[src/rtl/sysref_lmfc_pkg.sv]
package sysref_lmfc_pkg;
  localparam int unsigned MinMfLen = 2;

  typedef enum logic [1:0] {
    ACT_RUN,
    ACT_WRAP,
    ACT_RESTART
  } lmfc_act_e;
endpackage

[src/rtl/sysref_gen.sv]
module sysref_gen #(
  parameter int unsigned MF_W = 8
) (
  input  logic            clk_i,
  input  logic            rst_ni,
  input  logic [MF_W-1:0] len_i,
  output logic            sysref_o
);
  logic [MF_W-1:0] cnt_q;
  logic            wrap;

  assign wrap = (cnt_q >= len_i - MF_W'(1));

  always_ff @(posedge clk_i or negedge rst_ni) begin
    if (!rst_ni) begin
      cnt_q    <= '0;
      sysref_o <= 1'b0;
    end else begin
      cnt_q    <= wrap ? '0 : cnt_q + MF_W'(1);
      sysref_o <= wrap;
    end
  end

  a_r2_one_cycle_pulse: assert property (@(posedge clk_i) disable iff (!rst_ni)
    sysref_o |=> !sysref_o);
endmodule

[src/rtl/sysref_edge.sv]
module sysref_edge (
  input  logic clk_i,
  input  logic rst_ni,
  input  logic sysref_i,
  output logic edge_o
);
  logic prev_q;

  always_ff @(posedge clk_i or negedge rst_ni) begin
    if (!rst_ni) prev_q <= 1'b0;
    else         prev_q <= sysref_i;
  end

  assign edge_o = sysref_i & ~prev_q;

  a_r5_no_back_to_back: assert property (@(posedge clk_i) disable iff (!rst_ni)
    edge_o |=> !edge_o);
endmodule

[src/rtl/lmfc_counter.sv]
module lmfc_counter
  import sysref_lmfc_pkg::*;
#(
  parameter int unsigned MF_W = 8
) (
  input  logic            clk_i,
  input  logic            rst_ni,
  input  logic [MF_W-1:0] len_i,
  input  logic            restart_i,
  output logic [MF_W-1:0] cnt_o,
  output logic            strobe_o
);
  lmfc_act_e act;

  assign strobe_o = (cnt_o >= len_i - MF_W'(1));

  always_comb begin
    if (restart_i)     act = ACT_RESTART;
    else if (strobe_o) act = ACT_WRAP;
    else               act = ACT_RUN;
  end

  always_ff @(posedge clk_i or negedge rst_ni) begin
    if (!rst_ni) begin
      cnt_o <= '0;
    end else begin
      unique case (act)
        ACT_RESTART: cnt_o <= MF_W'(1); // edge cycle is count 0
        ACT_WRAP:    cnt_o <= '0;
        default:     cnt_o <= cnt_o + MF_W'(1);
      endcase
    end
  end

  a_r4_wrap_to_zero: assert property (@(posedge clk_i) disable iff (!rst_ni)
    (strobe_o && !restart_i) |=> (cnt_o == '0));
  a_r6_restart_one: assert property (@(posedge clk_i) disable iff (!rst_ni)
    restart_i |=> (cnt_o == MF_W'(1)));
endmodule

[src/rtl/align_ctrl.sv]
module align_ctrl (
  input  logic clk_i,
  input  logic rst_ni,
  input  logic edge_i,
  input  logic cnt_zero_i,
  input  logic cont_en_i,
  input  logic arm_i,
  input  logic err_clr_i,
  output logic restart_o,
  output logic single_det_o,
  output logic err_o
);
  logic aligned_q;
  logic misalign;

  assign restart_o = edge_i & (cont_en_i | single_det_o);
  assign misalign  = edge_i & aligned_q & ~cnt_zero_i;

  always_ff @(posedge clk_i or negedge rst_ni) begin
    if (!rst_ni) begin
      aligned_q    <= 1'b0;
      single_det_o <= 1'b0;
      err_o        <= 1'b0;
    end else begin
      if (restart_o) aligned_q <= 1'b1;
      if (arm_i)       single_det_o <= 1'b1;
      else if (edge_i) single_det_o <= 1'b0;
      if (misalign)       err_o <= 1'b1;
      else if (err_clr_i) err_o <= 1'b0;
    end
  end

  a_r7_arm_sets: assert property (@(posedge clk_i) disable iff (!rst_ni)
    arm_i |=> single_det_o);
  a_r9_err_sticky: assert property (@(posedge clk_i) disable iff (!rst_ni)
    (err_o && !err_clr_i) |=> err_o);
  a_r10_set_wins: assert property (@(posedge clk_i) disable iff (!rst_ni)
    (edge_i && aligned_q && !cnt_zero_i) |=> err_o);
endmodule

[src/rtl/sysref_lmfc_sync.sv]
module sysref_lmfc_sync
  import sysref_lmfc_pkg::*;
#(
  parameter int unsigned MF_W = 8
) (
  input  logic            clk_i,
  input  logic            rst_ni,
  input  logic [MF_W-1:0] mf_len_i,
  input  logic            cont_en_i,
  input  logic            arm_i,
  input  logic            err_clr_i,
  input  logic            sysref_i,
  output logic            sysref_o,
  output logic            lmfc_strobe_o,
  output logic [MF_W-1:0] lmfc_cnt_o,
  output logic            single_det_o,
  output logic            err_o
);
  localparam logic [MF_W-1:0] MinLen = MF_W'(MinMfLen);

  logic [MF_W-1:0] eff_len;
  logic            edge_det;
  logic            restart;

  assign eff_len = (mf_len_i < MinLen) ? MinLen : mf_len_i;

  sysref_gen #(.MF_W(MF_W)) u_gen (
    .clk_i    (clk_i),
    .rst_ni   (rst_ni),
    .len_i    (eff_len),
    .sysref_o (sysref_o)
  );

  sysref_edge u_edge (
    .clk_i    (clk_i),
    .rst_ni   (rst_ni),
    .sysref_i (sysref_i),
    .edge_o   (edge_det)
  );

  lmfc_counter #(.MF_W(MF_W)) u_lmfc (
    .clk_i     (clk_i),
    .rst_ni    (rst_ni),
    .len_i     (eff_len),
    .restart_i (restart),
    .cnt_o     (lmfc_cnt_o),
    .strobe_o  (lmfc_strobe_o)
  );

  align_ctrl u_ctrl (
    .clk_i        (clk_i),
    .rst_ni       (rst_ni),
    .edge_i       (edge_det),
    .cnt_zero_i   (lmfc_cnt_o == '0),
    .cont_en_i    (cont_en_i),
    .arm_i        (arm_i),
    .err_clr_i    (err_clr_i),
    .restart_o    (restart),
    .single_det_o (single_det_o),
    .err_o        (err_o)
  );
endmodule

[config.mk]
export PLATFORM = sky130hd
export DESIGN_NAME = sysref_lmfc_sync
export DESIGN_NICKNAME = d
export VERILOG_FILES = /design/src/rtl/sysref_lmfc_pkg.sv /design/src/rtl/sysref_gen.sv /design/src/rtl/sysref_edge.sv /design/src/rtl/lmfc_counter.sv /design/src/rtl/align_ctrl.sv /design/src/rtl/sysref_lmfc_sync.sv
export SDC_FILE = /design/constraint.sdc
export NUM_CORES = 1
export LEC_CHECK = 0
export ABC_AREA = 1
export BUFFER_PORTS_ARGS = -buffer_cell sky130_fd_sc_hd__buf_2
export CORE_MARGIN = 5
export CORE_UTILIZATION = 52
export CTS_BUF_LIST = sky130_fd_sc_hd__clkbuf_8
export DETAILED_ROUTE_END_ITERATION = 16
export GPL_TIMING_DRIVEN = 0
export HOLD_SLACK_MARGIN = 0.15
export PLACE_DENSITY = 0.83
export SYNTH_ARGS = -nofsm -noshare
export SYNTH_HDL_FRONTEND = slang
export SYNTH_SLANG_ARGS = --single-unit
[constraint.sdc]
create_clock -name clk_i -period 2.04 [get_ports clk_i]
set_clock_uncertainty 0.15 [all_clocks]
set_input_delay 0.204 -clock clk_i [delete_from_list [all_inputs] [get_ports clk_i]]
set_output_delay 0.204 -clock clk_i [all_outputs]
set_load 0.05 [all_outputs]
==> impl_metrics.json <==
{
  "critPathKind": "in -> out",
  "synth_top_area_share_pct": 35.4,
  "fin_crit_sh_pct": 123,
  "startpoint_type": "input pin",
  "cts_tree": "done",
  "yosys-top-cells-count": "39 x nand2_1, 36 x inv_1, 21 x dfrtp_1, 14 x ha_1, 14 x nor2_1",
  "synth_edf_count": 0,
  "final_core_util_pct": 81.3,
  "cts_max_level": 1,
  "grt_overflow": 0,
  "cts_buffers": 3,
  "coreArea_um2": 2730,
  "drive_gt1_share_pct": 44.7,
  "slowest_delay_ns": 0.29,
  "violations": "negative setup slack",
  "peakVddDrop_v": 0.000986,
  "final_antenna_net_count": 0,
  "tightest_slew_ns": 0.774,
  "slew_headroom_pct": 47.8,
  "max_cap_viol_count": 0,
  "yosysWarnings": 0,
  "drt-pass1-iter-count": 4,
  "drt-total-wl_um": 3780,
  "dp_hpwl_um": 2370,
  "vias_per_cell": 4.99,
  "yosysSeqAreaShare_pct": 35.4,
  "place_area_um2": 1750,
  "cpMaxStageDelayCell": "ha_1",
  "cts_root_buf": "clkbuf_8",
  "layout_setup_ws_ns": -0.476,
  "grt_pass1_vias": 1388,
  "rsz0062_at_grt": "yes",
  "rows": 19,
  "area_delta_synth_final_pct": 49.9,
  "post-place-ws_ns": -0.644,
  "cts.reportedPaths.clkPinSlew_ns": 0.08,
  "final_cell_area_um2": 2220,
  "finalSetupViolations": 18,
  "cts_max_path_buffers": 2,
  "initial_core_util_pct": 54.2,
  "path_max_fanout": 3,
  "synth_most_common_cell": "nand2_1",
  "numPortBuffers": 25,
  "fmax_mhz": 398,
  "synth-seq-cells": 21,
  "drv_slew": 0,
  "powerDensity_nw_per_um2": 939,
  "avgSynthCellArea_um2": 7.72,
  "die_y_um": 63.4,
  "num-nets-final": 273,
  "outcome": "complete, but fails checks",
  "synth_area_um2": 1480,
  "avgRoutedWirePerCell_um": 13.7,
  "track_usage_pct": 19.2,
  "crit_arrival_ns": 2.16,
  "synth_area_leader_cell": "dfrtp_1",
  "grt_first_pass_wirelength_um": 6130,
  "multi_input_area_um2": 1050,
  "dieArea_um2": 4020,
  "crit_required_ns": 1.69,
  "crit_chain": "buf_8 -> nor2_4 -> nand2_2 -> nor2_4 -> nor2_4 -> ha_4 -> xnor2_4 -> ha_1 -> nand2_1 -> nand2_1 -> nand2_1 -> nand2_1 -> a21oi_2 -> nand2_1 -> nand2_1 -> nand2_1 -> nand2_2 -> clkinvlp_4 -> buf_8",
  "ff_latch_area_um2": 527,
  "ios": 26,
  "hold_violations": 0,
  "antenna-diode-count": 0,
  "gp_congestion": 0.824,
  "synthFlopType": "dfrtp_1",
  "worstHoldPathType": "in -> reg",
  "synth-async-reset-ratio_pct": 100,
  "die_w_um": 63.4,
  "yosysUniqueCellTypes": 26,
  "synth_area_leaders": "dfrtp_1 35%, ha_1 12%, nand2_1 9.9%",
  "synth_cells": 192,
  "cts_sinks": 21,
  "fillCellCount": 174,
  "clk_latency_ns": 0.27,
  "fin_crit_ns": 2.52,
  "drtIter0Drc": 35,
  "grt_antenna_before_repair": 0,
  "cp-end-kind": "primary output",
  "grt_max_degree": 22,
  "via_count": 1371,
  "power_leakage_nw": 1.10,
  "syn_nets": 220,
  "drc": 0,
  "critPathMostFrequentCell": "nand2_1"
}
[flip-flops by register name, summed over array words and instances (netlist names)]
signal               count
u_edge.prev_q            1
u_ctrl.single_det_o      1
u_gen.cnt_q              8
u_gen.sysref_o           1
u_lmfc.cnt_o             8
u_ctrl.aligned_q         1
u_ctrl.err_o             1
[cell usage in the layout, fill, tap and decap left out, types with 2 or more instances in the layout]
cell            n
a21boi_2        2
a21oi_1         3
a21oi_2         9
buf_2          17
buf_4          16
buf_6           5
buf_8           5
clkbuf_8        3
dfrtp_1        20
dlygate4sd3_1   4
ha_1            9
ha_4            5
inv_1          28
inv_2           4
inv_4           3
nand2_1        32
nand2_2         8
nand2_4         4
nand3_1         7
nand4_2         2
nor2_1          9
nor2_2          3
nor2_4         11
nor3_1          3
o21ai_0         2
o21ai_2         2
o21bai_1        2
or2_2           2
xnor2_1         3
xor2_1          8
[where the power goes]
group	switching (mW)	internal, mW
clock network	0.146	0.137
registers	0.139	0.535
logic	0.669	0.460
total	0.954	1.13
[logic make-up after synthesis]
group	share of synthesized area, %
AO/OA/AOI/OAI	8.52
XOR/XNOR	7.09
adder cells (fa/ha/maj)	11.8
flip-flops	35.4
AND/OR/NAND/NOR	27.3
buffers and inverters	9.87
[per-stage QoR]
step           hold WS [ns]  setup TNS [ns]  instances  total power [mW]
2_1_floorplan        -0.242          -0.756        192              1.41
3_3_place_gp         0.0348           -7.08        248              1.59
6_report              0.265           -3.98        275              2.09
5_1_grt               0.298           -6.29        275              2.26
3_5_place_dp         0.0430           -7.41        248              1.62
4_1_cts               0.275           -1.78        271              1.99
[timing repair]
item / 4_1_cts / 5_1_grt
setup endpoints to repair: 17 / 18
pin swaps: 21 / 31
gates resized for setup: 21 / 45
hold buffers: 4 / 0
buffers inserted: 15 / 6
hold endpoints to repair: 24 / 0
[final cells by class]
type / count / area share, %
repair buffers: 48 / 17.8
plain buffers: 1 / 0.338
well taps: 31 / 1.75
inverters: 37 / 6.98
clock inverters: 1 / 0.225
clock buffers: 3 / 1.86
flip-flops and latches: 21 / 23.7
multi-input cells: 133 / 47.3
[final timing paths]
kind                                               from                           end  slack [ns]  cells after the start
max in group asynchronous                        rst_ni     u_lmfc.cnt_o[0]$_DFF_PN0_        1.12                      2
min in group asynchronous                        rst_ni      u_gen.cnt_q[3]$_DFF_PN0_        0.27                      2
min reg2reg                u_ctrl.aligned_q$_DFFE_PN0P_  u_ctrl.aligned_q$_DFFE_PN0P_        0.32                      2
max                                         mf_len_i[5]                 lmfc_strobe_o       -0.48                     19
min                                           cont_en_i  u_ctrl.aligned_q$_DFFE_PN0P_        0.26                      3
max reg2reg                   u_lmfc.cnt_o[0]$_DFF_PN0_     u_lmfc.cnt_o[3]$_DFF_PN0_       -0.16                     19
[layer usage]
layer / part of all wire, % / up-vias / GRT usage [%]
met2: 49 / 31 / 31.9
met1: 43 / 627 / 23.6
li1: - / 702 / -
met5: 0 / - / 0
met4: 4.0 / 0 / 8.83
met3: 4.0 / 11 / 4.09
[worst max-delay path: cells and delay by family]
kind	cells	cell delay, ns
AO/OA/AOI/OAI	1	0.14
XOR/XNOR	1	0.14
adder cells (fa/ha/maj)	2	0.47
buffers and inverters	3	0.36
AND/OR/NAND/NOR	12	0.88
Note: power is estimated with default switching activity, not from simulation.
